**config.mk**
```make
export PLATFORM = sky130hd
export DESIGN_NAME = pwcap_timer
export DESIGN_NICKNAME = d
export VERILOG_FILES = /design/src/rtl/pwcap_timer.sv
export SDC_FILE = /design/constraint.sdc
export NUM_CORES = 1
export LEC_CHECK = 0
export BUFFER_PORTS_ARGS = -buffer_cell sky130_fd_sc_hd__buf_4
export CORE_UTILIZATION = 35
export DETAILED_ROUTE_END_ITERATION = 16
export GPL_TIMING_DRIVEN = 0
export PLACE_DENSITY = 0.65
export SYNTH_ARGS = -nofsm -noshare
export SYNTH_HDL_FRONTEND = slang
export SYNTH_SLANG_ARGS = --single-unit
export TNS_END_PERCENT = 30
```
**constraint.sdc**
```tcl
create_clock -name clk -period 1.8 [get_ports clk]
set_input_delay 0.18 -clock clk [delete_from_list [all_inputs] [get_ports clk]]
set_output_delay 0.18 -clock clk [all_outputs]
set_load 0.02 [all_outputs]
```
**src/rtl/pwcap_timer.sv**
```systemverilog
module pwcap_timer #(
  parameter int CNT_W       = 8,
  parameter int SYNC_STAGES = 2
) (
  input  logic             clk,
  input  logic             rst_n,
  input  logic             wr_en,
  input  logic             wr_sel,
  input  logic [7:0]       wr_data,
  input  logic             pin_in,
  input  logic             irq_en,
  output logic [7:0]       ctrl_q,
  output logic [CNT_W-1:0] count_q,
  output logic             irq_out
);
  localparam int PSC_SEL_W = 3;
  localparam int PSC_W     = (1 << PSC_SEL_W) - 1;

  logic [SYNC_STAGES-1:0] sync_q;
  logic                   pin_d;
  logic                   running;
  logic [PSC_W-1:0]       psc_cnt;
  logic [CNT_W-1:0]       pre_q;

  wire pin_now  = sync_q[SYNC_STAGES-1];
  wire rise     = pin_now & ~pin_d;
  wire fall     = ~pin_now & pin_d;
  wire edge_hi  = ctrl_q[3];
  wire act_edge = edge_hi ? rise : fall;
  wire end_edge = edge_hi ? fall : rise;
  wire cap_mode = ctrl_q[7:6] == 2'b11;
  wire ctrl_wr  = wr_en & ~wr_sel;
  wire pre_wr   = wr_en & wr_sel;

  wire [PSC_SEL_W-1:0] psc_sel  = ctrl_q[PSC_SEL_W-1:0];
  wire [PSC_W-1:0]     psc_mask = ~({PSC_W{1'b1}} << psc_sel);
  wire                 tick     = (psc_cnt & psc_mask) == psc_mask;

  wire start = cap_mode & ctrl_q[4] & ~running & act_edge;
  wire stop  = running & end_edge;
  wire step  = running & ~stop & tick;
  wire ovf   = step & (count_q == {CNT_W{1'b1}});

  always_ff @(posedge clk or negedge rst_n)
    if (!rst_n) begin
      sync_q <= '0;
      pin_d  <= 1'b0;
    end else begin
      sync_q <= {sync_q[SYNC_STAGES-2:0], pin_in};
      pin_d  <= pin_now;
    end

  always_ff @(posedge clk or negedge rst_n)
    if (!rst_n)       ctrl_q    <= '0;
    else if (ctrl_wr) ctrl_q    <= wr_data;
    else if (stop)    ctrl_q[4] <= 1'b0;

  always_ff @(posedge clk or negedge rst_n)
    if (!rst_n)       running <= 1'b0;
    else if (ctrl_wr) running <= 1'b0;
    else if (start)   running <= 1'b1;
    else if (stop)    running <= 1'b0;

  always_ff @(posedge clk or negedge rst_n)
    if (!rst_n)                     psc_cnt <= '0;
    else if (!running || ctrl_wr || stop) psc_cnt <= '0;
    else                            psc_cnt <= psc_cnt + 1'b1;

  always_ff @(posedge clk or negedge rst_n)
    if (!rst_n)      pre_q <= '0;
    else if (pre_wr) pre_q <= wr_data[CNT_W-1:0];

  always_ff @(posedge clk or negedge rst_n)
    if (!rst_n)                       count_q <= '0;
    else if (pre_wr && !ctrl_q[4])    count_q <= wr_data[CNT_W-1:0];
    else if (ovf)                     count_q <= pre_q;
    else if (step)                    count_q <= count_q + 1'b1;

  always_ff @(posedge clk or negedge rst_n)
    if (!rst_n) irq_out <= 1'b0;
    else        irq_out <= ovf & irq_en;
endmodule


```
==> impl_metrics.json <==
{
  "hold_viol": 0,
  "die_area_um2": 5450,
  "worstSkewPairLatency_ns": 0.29,
  "coreArea_um2": 4850,
  "hold_slack_ns": 0.0975,
  "critical_path.startpoint_type": "flop",
  "synth_seq_cells": 36,
  "clockPowerShare_pct": 30.2,
  "final_util_pct": 47.4,
  "power.total_mw": 2.33,
  "p_leak_nw": 0.946,
  "wire_per_inst_um": 15.0,
  "worstHoldStart": "irq_en",
  "track_usage_pct": 17.3,
  "tightest_slew_ns": 0.627,
  "r2r_start": "count_q[2]$_DFFE_PN0P_",
  "finalWorstPathRequiredPeriod_ns": 1.78,
  "fill_cells": 487,
  "clock_skew_ns": 0.00695,
  "tns_ns": 0,
  "cts_sinks": 36,
  "power_switching_mw": 0.724,
  "io_buffers": 30,
  "initial_core_util_pct": 37.2,
  "critPathLaunch": "count_q[2]$_DFFE_PN0P_",
  "ys_seq_area_share_pct": 49.9,
  "fp.dieW_um": 73.8,
  "place.gp.congestion": 0.877,
  "drc": 0,
  "setup_violations": 0,
  "drt_iter0_drc": 55,
  "crit_path_end_kind": "flop",
  "grt_first_pass_wirelength_um": 6950,
  "cap_violations": 0,
  "path_max_fanout": 8,
  "drt-total-wl_um": 4180,
  "cts_max_path_buffers": 2,
  "area_delta_synth_final_pct": 27.4,
  "synth_enable_flop_cells": 0,
  "n_antenna_cell": 0,
  "die_h_um": 73.8,
  "antenna_found_initial": 0,
  "numCtsBuffers": 5,
  "avgSynthCellArea_um2": 10.6,
  "rows": 25,
  "status": "finished, final reports clean",
  "fmax_mhz": 563,
  "p_int_mw": 1.61,
  "syn_area_um2": 1810,
  "cp.required_ns": 1.97,
  "maxSlewHeadroom_pct": 58.2,
  "yosysWarnings": 0,
  "drive_gt1_share_pct": 35.1,
  "dp_hpwl_um": 2870,
  "fin_crit_sh_pct": 98.7,
  "grt_pass1_vias": 1394,
  "fin_ws_ns": 0.0242,
  "seqPwrFrac_pct": 44.8,
  "timing_worst_setup_path_type": "flop to flop",
  "grt_start_max_net_pins": 37,
  "arrival_ns": 1.95,
  "htreeDepth": 2,
  "synth_ff_type": "dfrtp_1",
  "pre_cts_ws_ns": -0.0965,
  "cts_tree": "done",
  "syn-num-nets": 186,
  "power_density_nw_per_um2": 1010,
  "io_pins": 31,
  "p_sw_share_pct": 31.0,
  "cts_root_buf": "clkbuf_8",
  "cts.clk_slew.worst_paths_ns": 0.07,
  "async_flop_share_pct": 100,
  "first_pass_iters": 4,
  "fin_nets": 226,
  "maxSlewViolCount": 0,
  "rsz0062_at_grt": "yes",
  "synthCells": 170,
  "min_path_type": "input port to flop",
  "grt.overflow.total": 0,
  "routed_via_density": 5.28,
  "postRouteAntennaNets": 0,
  "vdd_drop_max_v": 0.000422,
  "synth.distinct_cells": 47,
  "combPwrFrac_pct": 25.0,
  "via_count": 1469
}
-- synthesized netlist by cell type, drive strengths merged, types with 4 or more instances --
cell	n	share of area (%)
dfrtp	36	50
nand2	18	3.7
mux2	15	9.4
nor2	14	2.9
a21oi	9	2.5
nand2b	5	1.7
nand4	5	1.7
o21ai	5	1.4
and2	4	1.4
nand3	4	1.8
nor4	4	1.4
xor2	4	1.9
-- layer usage --
layer | wire length [um] | track usage [%] | vias up
li1 | - | - | 706
met1 | 1960 | 23.5 | 720
met2 | 1920 | 26.8 | 38
met3 | 237 | 4.25 | 5
met4 | 61 | 5.77 | 0
met5 | 0 | 0 | -
-- worst max-delay path, stage by stage (launching register included) --
cell and delay, ns:
dfrtp_2 0.47, nand3_4 0.15, or4b_4 0.57, a21oi_2 0.15
nor4_1 0.05, a311o_1 0.27
-- power groups by stage --
| stage | registers [mW] | logic [mW] | clock network [mW] |
|---|---|---|---|
| CTS | 1.04 | 0.579 | 0.723 |
| global placement | 1.07 | 0.532 | 0 |
| floorplan | 1.12 | 0.253 | 0 |
| detailed placement | 1.07 | 0.539 | 0 |
| global route | 1.06 | 0.637 | 0.753 |
| finish | 1.04 | 0.582 | 0.705 |
-- cells in the final DEF (no fill, tap or decap), drive strengths merged, types with 3 or more instances in the layout --
master  Yosys  layout
a21oi       9       9
and2        4       4
buf         2      33
clkbuf      1       7
dfrtp      36      36
inv         3       3
mux2       15      15
nand2      18      18
nand2b      5       5
nand3       4       4
nand4       5       5
nor2       14      14
nor4        4       4
o21ai       5       5
o31ai       3       3
xor2        4       4
-- final timing paths --
check	endpoint	slack [ns]	depth (start not counted)
setup / recovery	count_q[7]$_DFFE_PN0P_	0.02	5
max in group asynchronous	count_q[0]$_DFFE_PN0P_	1.09	2
hold reg to reg	sync_q[1]$_DFF_PN0_	0.35	0
hold / removal	irq_out$_DFF_PN0_	0.1	3
setup reg to reg	count_q[7]$_DFFE_PN0P_	0.02	5
min in group asynchronous	psc_cnt[4]$_DFF_PN0_	0.38	2
-- sequential cells by signal, summed over array words and instances, names as in the netlist --
signal   count
running      1
ctrl_q       8
irq_out      1
sync_q       2
psc_cnt      7
count_q      8
pre_q        8
pin_d        1
-- stage by stage --
stage,area [um2],std cells
after floorplan,1830,170
after global placement,2140,267
after detailed placement,2140,267
after CTS,2290,279
after global routing,2300,278
final,2300,278
-- timing repair --
action,4_1_cts,5_1_grt
resized for setup,4,8
buffers inserted,2,1
hold buffers,2,0
endpoints found under the hold margin,37,0
pin swaps,0,1
endpoints found under the setup margin,4,4
-- logic make-up (layout without fill, tap and decap cells) --
logic type                 Yosys count  after routing  share of synthesized area, %
buffers and inverters                6             47                          1.39
DFF                                 36             36                          49.9
muxes                               16             16                          9.91
and+or+nand+nor                     65             65                          19.2
adders and majority gates            2              2                          1.39
xor gates and xnor gates             5              5                          2.43
AOI/OAI and AO/OA                   40             40                          15.8
-- layout make-up --
type	count	area, um2	area share, %
timing repair buffer	34	260	11.3
sequential	36	907	39.4
clock inverter	2	35.0	1.52
multi-input combinational	128	921	40.0
inverter	3	11.3	0.490
buffer	2	8.76	0.381
tap	67	83.8	3.65
clock buffer	6	72.6	3.16
(Power assumes the default switching activity.)
